--- config.mk ---
export PLATFORM = sky130hd
export DESIGN_NAME = fsq_qualifier
export DESIGN_NICKNAME = d
export VERILOG_FILES = /design/src/rtl/fsq_pkg.sv /design/src/rtl/fsq_input_stage.sv /design/src/rtl/fsq_width_qual.sv /design/src/rtl/fsq_flywheel.sv /design/src/rtl/fsq_qualifier.sv
export SDC_FILE = /design/constraint.sdc
export NUM_CORES = 1
export LEC_CHECK = 0
export BUFFER_PORTS_ARGS = -buffer_cell sky130_fd_sc_hd__buf_2
export CORE_MARGIN = 5
export CORE_UTILIZATION = 63
export CTS_BUF_LIST = sky130_fd_sc_hd__clkbuf_4 sky130_fd_sc_hd__clkbuf_8
export DETAILED_ROUTE_END_ITERATION = 8
export PLACE_DENSITY = 0.94
export SKIP_LAST_GASP = 1
export SLEW_MARGIN = 10
export SYNTH_ARGS = -nofsm -noshare
export SYNTH_HDL_FRONTEND = slang
export SYNTH_SLANG_ARGS = --single-unit
--- constraint.sdc ---
create_clock -name clk -period 2.9 [get_ports clk]
set_input_delay 0.29 -clock clk [delete_from_list [all_inputs] [get_ports clk]]
set_output_delay 0.29 -clock clk [all_outputs]
set_load 0.005 [all_outputs]
--- src/rtl/fsq_pkg.sv ---
package fsq_pkg;

  // Minimum qualifying high time; one extra cycle on the slow (synchronized) path.
  function automatic int unsigned fsq_min_width(input logic rate_hi, input logic slow_path,
                                                input int unsigned w_lo, input int unsigned w_hi);
    int unsigned w;
    w = rate_hi ? w_hi : w_lo;
    return slow_path ? w + 1 : w;
  endfunction

  // Rate-dependent pick used for frame length and frame pulse width.
  function automatic int unsigned fsq_pick(input logic rate_hi,
                                           input int unsigned v_lo, input int unsigned v_hi);
    return rate_hi ? v_hi : v_lo;
  endfunction

endpackage

--- src/rtl/fsq_input_stage.sv ---
module fsq_input_stage #(
  parameter int unsigned SYNC_STAGES = 2
) (
  input  logic clk,
  input  logic rst_n,
  input  logic path_se,
  input  logic async_mode,
  input  logic sync_diff,
  input  logic sync_se,
  output logic slow_path,
  output logic sync_int
);
  logic raw;
  logic [SYNC_STAGES-1:0] chain;

  assign raw       = path_se ? sync_se : sync_diff;
  assign slow_path = path_se | async_mode;

  generate
    for (genvar g = 0; g < SYNC_STAGES; g++) begin : g_stage
      if (g == 0) begin : g_first
        always_ff @(posedge clk) begin
          if (!rst_n) chain[0] <= 1'b0;
          else        chain[0] <= raw;
        end
      end else begin : g_next
        always_ff @(posedge clk) begin
          if (!rst_n) chain[g] <= 1'b0;
          else        chain[g] <= chain[g-1];
        end
      end
    end
  endgenerate

  assign sync_int = slow_path ? chain[SYNC_STAGES-1] : raw;
endmodule

--- src/rtl/fsq_width_qual.sv ---
module fsq_width_qual #(
  parameter int unsigned HC_W = 5
) (
  input  logic            clk,
  input  logic            rst_n,
  input  logic            sync_int,
  input  logic [HC_W-1:0] min_w,
  output logic            qual,
  output logic            runt_fall,
  output logic            runt_err
);
  logic [HC_W-1:0] hi_cnt;
  logic [HC_W-1:0] hi_inc;

  assign hi_inc    = hi_cnt + HC_W'(1);
  // Qualification fires once, in the cycle the high run reaches min_w.
  assign qual      = sync_int && (hi_inc == min_w);
  assign runt_fall = !sync_int && (hi_cnt != '0) && (hi_cnt < min_w);

  always_ff @(posedge clk) begin
    if (!rst_n) begin
      hi_cnt   <= '0;
      runt_err <= 1'b0;
    end else begin
      if (!sync_int)           hi_cnt <= '0;
      else if (hi_cnt != '1)   hi_cnt <= hi_inc;
      runt_err <= runt_fall;
    end
  end
endmodule

--- src/rtl/fsq_flywheel.sv ---
module fsq_flywheel #(
  parameter int unsigned CNT_W = 17,
  parameter int unsigned HC_W  = 5
) (
  input  logic             clk,
  input  logic             rst_n,
  input  logic             qual,
  input  logic [HC_W-1:0]  min_w,
  input  logic [CNT_W-1:0] frame_len,
  input  logic [CNT_W-1:0] pulse_len,
  output logic [CNT_W-1:0] cnt,
  output logic             on_time,
  output logic             frame_pulse,
  output logic             in_sync
);
  logic [CNT_W-1:0] cnt_nxt;
  logic [CNT_W-1:0] qual_pos;
  logic             seen_edge;

  // At qualification the edge lies min_w-1 cycles back, so the aligned phase is min_w-1.
  assign qual_pos = CNT_W'(min_w) - CNT_W'(1);
  assign on_time  = (cnt == qual_pos);

  always_comb begin
    if (qual)                              cnt_nxt = CNT_W'(min_w);
    else if (cnt >= frame_len - CNT_W'(1)) cnt_nxt = '0;
    else                                   cnt_nxt = cnt + CNT_W'(1);
  end

  always_ff @(posedge clk) begin
    if (!rst_n) begin
      cnt         <= '0;
      frame_pulse <= 1'b0;
      in_sync     <= 1'b0;
      seen_edge   <= 1'b0;
    end else begin
      cnt         <= cnt_nxt;
      frame_pulse <= (cnt_nxt < pulse_len);
      if (qual) begin
        seen_edge <= 1'b1;
        in_sync   <= on_time && seen_edge;
      end
    end
  end
endmodule

--- src/rtl/fsq_qualifier.sv ---
module fsq_qualifier #(
  parameter int unsigned FRAME_LO = 19440,
  parameter int unsigned FRAME_HI = 77760,
  parameter int unsigned MINW_LO  = 2,
  parameter int unsigned MINW_HI  = 8,
  parameter int unsigned FPW_LO   = 2,
  parameter int unsigned FPW_HI   = 8
) (
  input  logic clk,
  input  logic rst_n,
  input  logic rate_hi,
  input  logic async_mode,
  input  logic path_se,
  input  logic sync_diff,
  input  logic sync_se,
  output logic frame_pulse,
  output logic runt_err,
  output logic in_sync
);
  import fsq_pkg::*;

  localparam int unsigned FRAME_MAX = (FRAME_HI > FRAME_LO) ? FRAME_HI : FRAME_LO;
  localparam int unsigned CNT_W     = $clog2(FRAME_MAX + 1);
  localparam int unsigned HC_W      = $clog2(MINW_HI + 2) + 1;

  logic             slow_path;
  logic             sync_int;
  logic             qual;
  logic             runt_fall;
  logic             on_time;
  logic [HC_W-1:0]  min_w;
  logic [CNT_W-1:0] frame_len;
  logic [CNT_W-1:0] pulse_len;
  logic [CNT_W-1:0] cnt;

  assign min_w     = HC_W'(fsq_min_width(rate_hi, slow_path, MINW_LO, MINW_HI));
  assign frame_len = CNT_W'(fsq_pick(rate_hi, FRAME_LO, FRAME_HI));
  assign pulse_len = CNT_W'(fsq_pick(rate_hi, FPW_LO, FPW_HI));

  fsq_input_stage #(.SYNC_STAGES(2)) u_in (
    .clk(clk), .rst_n(rst_n), .path_se(path_se), .async_mode(async_mode),
    .sync_diff(sync_diff), .sync_se(sync_se), .slow_path(slow_path), .sync_int(sync_int)
  );

  fsq_width_qual #(.HC_W(HC_W)) u_wq (
    .clk(clk), .rst_n(rst_n), .sync_int(sync_int), .min_w(min_w),
    .qual(qual), .runt_fall(runt_fall), .runt_err(runt_err)
  );

  fsq_flywheel #(.CNT_W(CNT_W), .HC_W(HC_W)) u_fw (
    .clk(clk), .rst_n(rst_n), .qual(qual), .min_w(min_w),
    .frame_len(frame_len), .pulse_len(pulse_len), .cnt(cnt), .on_time(on_time),
    .frame_pulse(frame_pulse), .in_sync(in_sync)
  );
endmodule

==> results of run 1 <==
==> registers in the layout, indices dropped and copies added (netlist names) <==
signal and count:
u_fw.cnt 17, u_in.chain 2, u_wq.hi_cnt 5, u_wq.runt_err 1, u_fw.frame_pulse 1, u_fw.seen_edge 1, u_fw.in_sync 1
==> per-layer routing <==
layer | global-route usage (%) | vias to the layer above | part of all wire (%)
met2 | 32.3 | 40 | 47
met3 | 3.23 | 8 | 4.5
met1 | 24.4 | 763 | 46
met5 | 0 | - | 0
li1 | - | 805 | -
met4 | 8.88 | 0 | 2.1
==> synthesized netlist by cell type (all sizes together), types with 3 or more instances <==
library cell / n
nand2: 13
nor2b: 3
dfxtp: 28
buf: 8
nand4: 4
mux2i: 4
a21oi: 4
nand3: 14
nor3: 6
nor2: 38
xor2: 10
xnor2: 17
clkbuf: 4
and2: 3
nor4: 6
inv: 8
or3: 3
ha: 16
o21ai: 3
and3: 7
==> through the flow <==
stage	total power (W)	instance area (µm²)	setup WS (ns)
after floorplan	0.000488	1980	0.347
after global placement	0.000507	1990	0.174
after detailed placement	0.000511	1990	-0.0572
after CTS	0.000673	2010	0.0301
after global routing	0.000702	2020	0.00978
final	0.000663	2020	0.0956
==> critical path: stages, from the launching register on <==
cell       delay [ns]
dfxtp_2          0.37
ha_2             0.20
and3_1           0.20
ha_1             0.29
nor2_1           0.11
and3_4           0.21
a22oi_1          0.07
o22ai_1          0.25
ha_1             0.28
nand2_1          0.07
o211ai_1         0.09
nand4b_1         0.22
a2111oi_2        0.34
==> layout make-up <==
class                   instances  area, µm²  area share (%)
multi-input cells             177       1250            61.6
flip-flops and latches         28        563            27.8
repair buffers                 17        105            5.20
well taps                      44       55.1            2.72
inverters                       8       30.0            1.49
clock buffers                   3       22.5            1.11
==> cell families (layout without fill, tap and decap cells) <==
family / count (synthesis) / after routing / share of synthesized area [%]
flops: 28 / 28 / 28.4
xor+xnor: 27 / 27 / 12.0
compound gates: 26 / 26 / 10.1
simple gates: 102 / 102 / 27.0
buf+inv: 21 / 28 / 9.06
fa+ha+maj: 16 / 16 / 10.1
mux: 6 / 6 / 3.36
==> worst max-delay path by stage <==
stage	from	end	cells after the start
floorplan	u_wq.hi_cnt[0]	u_fw.frame_pulse	12
global placement	rate_hi	u_fw.frame_pulse	13
detailed placement	rate_hi	u_fw.frame_pulse	13
CTS	u_wq.hi_cnt[0]	u_fw.frame_pulse	12
global route	u_fw.cnt[1]	u_fw.frame_pulse	11
finish	u_wq.hi_cnt[0]	u_fw.frame_pulse	12
==> where the power goes <==
part           switching, W  internal, W  leakage [nW]
registers         0.0000112     0.000396         0.228
clock network      0.000107    0.0000488        0.0138
logic             0.0000524    0.0000478         0.568
==> timing repair <==
action,in CTS,in global routing
setup endpoints to repair,1,1
pin swaps,0,4
gates resized for setup,1,4
==> flow_summary.yaml, run 1 <==
placement:
  dp_hpwl_mm: 2.94
  io_buffers: 9
  place_congestion: 0.852
  place_inst: 274
routing:
  viasPerCell: 5.83
  via_count: 1616
  wl_mm: 3.83
  drt_iter0_drc: 60
  wire_per_inst_um: 13.8
  antenna_left: 0
  firstDrtPassIters: 4
  drcViolationCount: 0
finish:
  final_cells: 277
  layout_common_cells: "37 x nor2_1, 26 x dfxtp_1, 17 x xnor2_1"
  n_fill_cell: 246
  syn2layout_area_growth_pct: 2.34
  nets: 258
  layout_commonest_cell: "nor2_1"
  final_core_util_pct: 66.8
  layout-drive-gt1-share_pct: 15.9
  diodes: 0
clocking:
  htree_levels: 1
  post_cts_buffers: 0
  path_clk_slew_ns: 0.13
  cts_sinks: 28
  clock_path_buffers: 2
  cts_tree: "built"
  clkLatencyLatePin_ns: 0.32
  cts_buffers: 3
  cts-hold-fix-buffers: 0
  ctsRootBufferMaster: "clkbuf_4"
worst_setup_path:
  worst_ep_required_time_ns: 3.12
  reg2reg_depth: 12
  cp-end-kind: "flip-flop"
  cp.arrival_ns: 3.02
  rr_startpoint: "u_wq.hi_cnt[0]"
  timing.rr.end: "u_fw.frame_pulse"
  path_max_fanout: 4
  critPathKind: "flip-flop to flip-flop"
  critPathLaunchType: "flip-flop"
  ff2ff_setup_slack_ns: 0.1
floorplan:
  die_w_um: 66
  dieHeight_um: 66
  io_pins: 10
  die_area_mm2: 0.00436
  core_mm2: 0.00303
  start_util_pct: 65.2
  num_rows: 20
synthesis:
  avgSynthCellArea_um2: 8.74
  ys_ff_latch: 28
  yosysTopAreaCell: "dfxtp_1"
  synthCells: 226
  yosysTopAreaCellShare_pct: 28.4
  async_flop_share_pct: 0
  synth.distinct_cells: 54
  synth_area_leaders: "dfxtp_1 28%, ha_1 10%, xnor2_1 7.5%"
  synth_edf_count: 0
  synth.cell_area_mm2: 0.00198
  ys_seq_area_share_pct: 28.4
  yosysWarnings: 0
  synth_nets: 249
  synth-main-ff-cell: "dfxtp_1"
timing:
  hold_violations: 0
  fin_skew_ns: 0.00278
  final.setup.tns_ns: 0
  slew_headroom_pct: 63.5
  max_freq_mhz: 357
  finalHoldWorstSlack_ns: 0.192
  fin_crit_sh_pct: 96.7
  rsz0062_at_grt: "false"
  slew_violations: 0
  worst_pin_slew_ns: 0.543
  finalSetupViolations: 0
  min_period_ns: 2.80
global_route:
  grt-ovfl-total: 0
  grt_pass1_wl_mm: 6.62
  track_usage_pct: 19.4
  grt_max_degree: 16
  first_global_vias: 1484
  antenna_found_initial: 0
worst_hold_path:
  hold_path_depth: 3
  hp-class: "input port to flip-flop"
  min_delay_worst_endpoint: "u_in.chain[0]"
  worstHoldStart: "sync_se"
run:
  drv_cap: 0
pwr:
  power_density_mw_per_mm2: 328
  ir_drop_v: 0.000218
  leakage_nw: 0.810
run_status:
  status: "complete, no violations"
Note: power is estimated with default switching activity, not from simulation.
==> inputs of run 2 (changes only) <==
CORE_UTILIZATION = 65   (was 63)
PLACE_DENSITY = 0.95   (was 0.94)
SYNTH_HIERARCHICAL = 1   (was not set)
==> flow_summary.yaml, run 2 <==
run_status:
  status: "finished with violations"
  violations: "negative setup slack"
floorplan:
  dieHeight_um: 75.3
  die_w_um: 75.3
  start_util_pct: 68.3
  die_area_mm2: 0.00567
  num_rows: 23
  io_pins: 10
  core_mm2: 0.00406
finish:
  n_fill_cell: 140
  reg_top3: "u_fw/cnt (17), u_wq/hi_cnt (5), u_in/chain (2)"
  regArea_um2: 563
  syn2layout_area_growth_pct: 35.0
  largest_reg_flops: 17
  multiInputGateArea_mm2: 0.00255
  layout_commonest_cell: "conb_1"
  nets: 526
  layout-drive-gt1-share_pct: 21.5
  diodes: 0
  layout_common_cells: "70 x conb_1, 36 x ha_1, 35 x buf_4"
  regMostFlops: "u_fw/cnt"
pwr:
  power_w: 0.000922
  power_density_mw_per_mm2: 246
  ir_drop_v: 0.000344
  leakage_nw: 1.67
timing:
  finalSetupViolations: 4
  slew_violations: 0
  fin_skew_ns: 0.00328
  min_period_ns: 3.52
  hold_violations: 0
  max_freq_mhz: 284
  worst_pin_slew_ns: 0.682
  rsz0062_at_grt: "true"
  slew_headroom_pct: 53.4
  setup_slack_ns: -0.625
  fin_crit_sh_pct: 122
synthesis:
  synth.cell_area_mm2: 0.00277
  avgSynthCellArea_um2: 7.72
  synthCells: 359
  yosysWarnings: 6
global_route:
  grt_pass1_wl_mm: 17.7
  antenna_found_initial: 0
  grt-ovfl-total: 0
  grt_max_degree: 20
  first_global_vias: 3628
  track_usage_pct: 41.7
worst_setup_path:
  path_delay_family: "simple AND/OR/NAND/NOR gates"
  path_buf_inv: 0
  critPathKind: "flip-flop to flip-flop"
  cp-end-kind: "flip-flop"
  critPathLaunchType: "flip-flop"
  crit_chain: "ha_4 -> and3_4 -> ha_4 -> xnor2_2 -> nand4b_1 -> nor3_4 -> or2_4 -> a211oi_4 -> nand3_4 -> nor2_1 -> ha_1 -> a21oi_2 -> a21oi_2 -> nor4_4 -> o211a_1"
  cp.arrival_ns: 3.75
  slowest_stage: "dfxtp_2"
  worst_ep_required_time_ns: 3.13
  slowest_delay_ns: 0.35
  path_max_fanout: 7
placement:
  io_buffers: 9
  dp_hpwl_mm: 6.08
  place_ws_ns: -0.563
  place_congestion: 0.899
routing:
  via_count: 3675
  wl_mm: 12.7
  firstDrtPassIters: 9
  drcViolationCount: 0
  antenna_left: 0
  viasPerCell: 7.01
  wire_per_inst_um: 24.3
  drt_iter0_drc: 659
clocking:
  htree_levels: 1
  path_clk_slew_ns: 0.10
  cts_tree: "built"
  ctsRootBufferMaster: "clkbuf_8"
  cts_sinks: 28
  cts_buffers: 3
  clkLatencyLatePin_ns: 0.28
  clock_path_buffers: 2
run:
  drv_cap: 0
worst_hold_path:
  hp-class: "input port to flip-flop"
-- run 2: cell count changes in the layout (fill, tap and decap cells not counted), moves of 6 or more --
cell / previous run / this run
a21oi_1: 4 / 13
buf_4: 8 / 35
conb_1: 0 / 70
ha_1: 14 / 36
ha_4: 0 / 7
inv_1: 8 / 30
nand2_1: 13 / 27
nand4_1: 4 / 12
nor2_1: 37 / 30
nor2_4: 0 / 6
nor3_1: 5 / 19
xor2_1: 10 / 19
-- run 2: worst paths after layout --
check	slack, ns	cells past startpoint	endpoint	startpoint
min reg2reg	0.52	2	u_fw/in_sync	u_fw/seen_edge
max	-0.62	15	u_fw/frame_pulse	u_wq/hi_cnt[1]
min	0.37	3	u_wq/runt_err	rst_n
max reg2reg	-0.62	15	u_fw/frame_pulse	u_wq/hi_cnt[1]
-- run 2: per-layer routing --
metal / up-vias / wire length [µm] / global-route usage, %
met5: - / 0 / 0
met1: 1588 / 3930 / 43.7
met3: 209 / 1750 / 9.35
met4: 0 / 1580 / 31.7
li1: 1419 / - / -
met2: 459 / 5470 / 71.7
-- run 2: tightest hold or removal path: cells and delay by family --
kind | cells | cell delay [ns]
buffers and inverters | 1 | 0.19
and+or+nand+nor | 2 | 0.13
-- run 2: report_power, final --
group | internal (W) | leakage (nW) | switching [W]
Combinational | 0.0000986 | 1.41 | 0.000164
Sequential | 0.000393 | 0.228 | 0.0000123
Clock | 0.000122 | 0.0288 | 0.000132
-- run 2: area by class of cell --
| type | instances | share of cell area, % |
|---|---|---|
| clock buffers | 4 | 1.47 |
| multi-input cells | 359 | 68.3 |
| repair buffers | 50 | 10.1 |
| inverters | 33 | 3.41 |
| flip-flops and latches | 28 | 15.1 |
| well taps | 50 | 1.67 |
-- run 2: stage by stage --
stage | util (%) | setup TNS [ns] | instance area (µm²) | cells | hold WS (ns)
global route | 92.2 | -0.838 | 3740 | 524 | 0.347
detailed placement | 83.4 | -0.563 | 3390 | 512 | 0.450
floorplan | - | -0.268 | 3070 | 427 | 0.404
global placement | 83.4 | -0.342 | 3390 | 512 | 0.416
CTS | 89.9 | -0.273 | 3650 | 522 | 0.323
finish | 92.2 | -0.739 | 3740 | 524 | 0.365
-- run 2: what timing repair did --
action,4_1_cts,5_1_grt
gates resized for setup,34,17
setup endpoints to repair,1,4
hold buffers,0,0
setup buffers,6,2
pin swaps,27,10
hold endpoints to repair,0,0
==> inputs of run 3 (changes only) <==
SETUP_SLACK_MARGIN = 0.5   (was not set)
==> flow_summary.yaml, run 3 <==
floorplan:
  dieHeight_um: 75.3
  die_w_um: 75.3
  num_rows: 23
  start_util_pct: 68.3
  io_pins: 10
run_status:
  status: "aborted with a tool error"
  error: "[ERROR GRT-0232] Routing congestion too high. Check the congestion heatmap in the GUI."
  lastStage: "global routing (5_1_grt)"
global_route:
  grt_max_degree: 20
  grt-ovfl-total: 3
  track_usage_pct: 66.1
placement:
  place_congestion: 0.899
  dp_hpwl_mm: 6.08
  io_buffers: 9
  place_inst: 512
clocking:
  htree_levels: 1
  cts_buffers: 3
  cts-hold-fix-buffers: 0
  cts_sinks: 28
  clock_path_buffers: 2
  ctsRootBufferMaster: "clkbuf_8"
synthesis:
  synth.cell_area_mm2: 0.00277
  synthCells: 359
  yosysWarnings: 6
  avgSynthCellArea_um2: 7.72
timing:
  worstEpCategory: "register input"
  worst_endpoint: "u_fw/frame_pulse$_SDFF_PN0_/D"
-- run 3: stage by stage --
step | utilization (%) | area (µm²) | TNS (ns) | hold slack (ns) | worst slack [ns]
detailed placement | 83.4 | 3390 | -0.563 | 0.450 | -0.563
global placement | 83.4 | 3390 | -0.342 | 0.416 | -0.342
floorplan | - | 3070 | -0.268 | 0.404 | -0.268
CTS | 91.8 | 3730 | -0.874 | 0.323 | -0.273
-- run 3: what timing repair did --
item | in CTS
setup endpoints to repair | 18
buffers inserted | 10
pin swaps | 32
gates resized for setup | 44
-- run 3: layer usage --
| metal | GRT overflow | track usage (%) |
|---|---|---|
| met1 | 0 | 65.4 |
| met2 | 2 | 83.9 |
| met3 | 0 | 51.4 |
| met4 | 1 | 65.4 |
| met5 | 0 | 8.33 |
==> inputs of run 4 (changes only) <==
CORE_UTILIZATION = 40   (was 65)
CTS_BUF_LIST = not set   (was sky130_fd_sc_hd__clkbuf_4 sky130_fd_sc_hd__clkbuf_8)
PLACE_DENSITY = not set   (was 0.95)
PLACE_DENSITY_LB_ADDON = 0.15   (was not set)
SETUP_SLACK_MARGIN = not set   (was 0.5)
==> flow_summary.yaml, run 4 (synthesis results as in run 2) <==
timing:
  slew_headroom_pct: 63.5
  slew_violations: 0
  fin_skew_ns: 0.00453
  worst_pin_slew_ns: 0.534
  hold_violations: 0
  final.setup.tns_ns: -0.172
  setup_slack_ns: -0.172
  fin_crit_sh_pct: 106
  rsz0062_at_grt: "true"
  finalSetupViolations: 1
  max_freq_mhz: 326
  min_period_ns: 3.07
finish:
  final_core_util_pct: 55.3
  diodes: 0
  n_fill_cell: 647
  regMostFlops: "u_fw/cnt"
  reg_top3: "u_fw/cnt (17), u_wq/hi_cnt (5), u_in/chain (2)"
  largest_reg_flops: 17
  layout_commonest_cell: "conb_1"
  nets: 531
  layout_common_cells: "70 x conb_1, 39 x buf_4, 38 x ha_1"
  layout-drive-gt1-share_pct: 20.3
  final_area_mm2: 0.00374
  syn2layout_area_growth_pct: 35.0
pwr:
  p_switching_w: 0.000244
  power_frac_clock_pct: 29.0
  p_seq_share_pct: 46.5
  p_int_w: 0.000608
  switching_share_pct: 28.7
  leakage_nw: 1.69
  power_frac_comb_pct: 24.5
  power_density_mw_per_mm2: 228
  ir_drop_v: 0.000174
floorplan:
  num_rows: 30
  dieHeight_um: 93.2
  start_util_pct: 41.0
  core_mm2: 0.00676
  die_area_mm2: 0.00869
  io_pins: 10
  die_w_um: 93.2
routing:
  via_count: 2634
  drcViolationCount: 0
  wl_mm: 6.60
  firstDrtPassIters: 4
  viasPerCell: 4.71
  wire_per_inst_um: 11.8
  drt_iter0_drc: 75
  antenna_left: 0
worst_setup_path:
  path_max_fanout: 2
  worst_ep_required_time_ns: 3.12
  cp-end-kind: "flip-flop"
  rr_startpoint: "u_wq/hi_cnt[0]"
  cp.arrival_ns: 3.30
  reg2reg_depth: 17
  ff2ff_setup_slack_ns: -0.17
  critPathKind: "flip-flop to flip-flop"
  critPathLaunchType: "flip-flop"
  timing.rr.end: "u_fw/frame_pulse"
worst_hold_path:
  hold_path_depth: 3
  worstHoldStart: "sync_se"
  hp-class: "input port to flip-flop"
  min_delay_worst_endpoint: "u_in/chain[0]"
run_status:
  violations: "negative setup slack"
  status: "finished with violations"
clocking:
  htree_levels: 1
  clkLatencyLatePin_ns: 0.27
  cts_tree: "built"
  ctsRootBufferMaster: "clkbuf_8"
  cts_buffers: 3
  path_clk_slew_ns: 0.10
  cts-hold-fix-buffers: 0
  cts_sinks: 28
  clock_path_buffers: 2
placement:
  place_congestion: 0.860
  io_buffers: 9
  post_dp_cell_area_mm2: 0.00349
  dp_hpwl_mm: 5.53
global_route:
  grt-ovfl-total: 0
  grt_max_degree: 20
  track_usage_pct: 16.2
  antenna_found_initial: 0
  first_global_vias: 2580
  grt_pass1_wl_mm: 11.5
run:
  drv_cap: 0
==> run 4: area by class of cell <==
| cell class | count | area (µm²) | area share (%) |
|---|---|---|---|
| multi-input combinational | 359 | 2470 | 66.0 |
| sequential | 28 | 563 | 15.1 |
| timing repair buffer | 55 | 427 | 11.4 |
| inverter | 33 | 128 | 3.41 |
| tap | 80 | 100 | 2.68 |
| clock buffer | 4 | 55.1 | 1.47 |
==> run 4: worst max path at each step <==
stage,to,depth (start not counted),slack (ns),startpoint
3_5_place_dp,u_fw/frame_pulse,18,-0.52,u_wq/hi_cnt[0]
4_1_cts,u_fw/frame_pulse,17,-0.23,u_wq/hi_cnt[1]
5_1_grt,u_fw/frame_pulse,17,-0.31,u_wq/hi_cnt[0]
6_report,u_fw/frame_pulse,17,-0.17,u_wq/hi_cnt[0]
3_3_place_gp,u_fw/frame_pulse,18,-0.46,u_wq/hi_cnt[0]
2_1_floorplan,u_fw/frame_pulse,17,-0.27,rate_hi
==> run 4: per-layer routing <==
metal  wire length, µm  global-route usage [%]  vias to the layer above  share of wire (%)
li1                  -                       -                     1434                  -
met1              3130                    21.1                     1156                 47
met2              3190                    28.6                       40                 48
met3               249                    2.57                        4                3.8
met4                29                    1.83                        0               0.44
met5                 0                       0                        -                  0
==> run 4: stage by stage <==
step | std cells | setup WS (ns) | hold WS [ns] | total power [W]
finish | 559 | -0.172 | 0.290 | 0.000852
global route | 559 | -0.307 | 0.310 | 0.000912
CTS | 555 | -0.228 | 0.273 | 0.000856
detailed placement | 549 | -0.522 | 0.431 | 0.000601
global placement | 549 | -0.459 | 0.417 | 0.000598
floorplan | 427 | -0.268 | 0.404 | 0.000538
==> run 4: critical path, stage by stage, from the launching register on <==
cell and delay, ns:
dfxtp_2 0.35, ha_4 0.15, and3_4 0.15, ha_4 0.27, xnor2_2 0.05, nand4b_1 0.10, nor3_2 0.07, or2_4 0.26
a211oi_2 0.16, nand3_2 0.14, buf_6 0.16, nor2_2 0.16, ha_4 0.23, a211o_1 0.26, a21oi_2 0.11, o21ai_1 0.07
o221ai_1 0.16, o211a_1 0.16
==> run 4: power groups by stage <==
stage	logic [W]	registers [W]	clock network, W
after global routing	0.000242	0.000398	0.000272
after detailed placement	0.000196	0.000405	0
after floorplan	0.000131	0.000407	0
after global placement	0.000192	0.000405	0
final	0.000209	0.000397	0.000247
after CTS	0.000201	0.000396	0.000259
==> run 4: what timing repair did <==
action | 4_1_cts | 5_1_grt
gates resized for setup | 21 | 11
cloned | 0 | 0
endpoints found under the setup margin | 1 | 1
hold endpoints to repair | 0 | 0
pin swaps | 19 | 11
setup buffers | 2 | 4
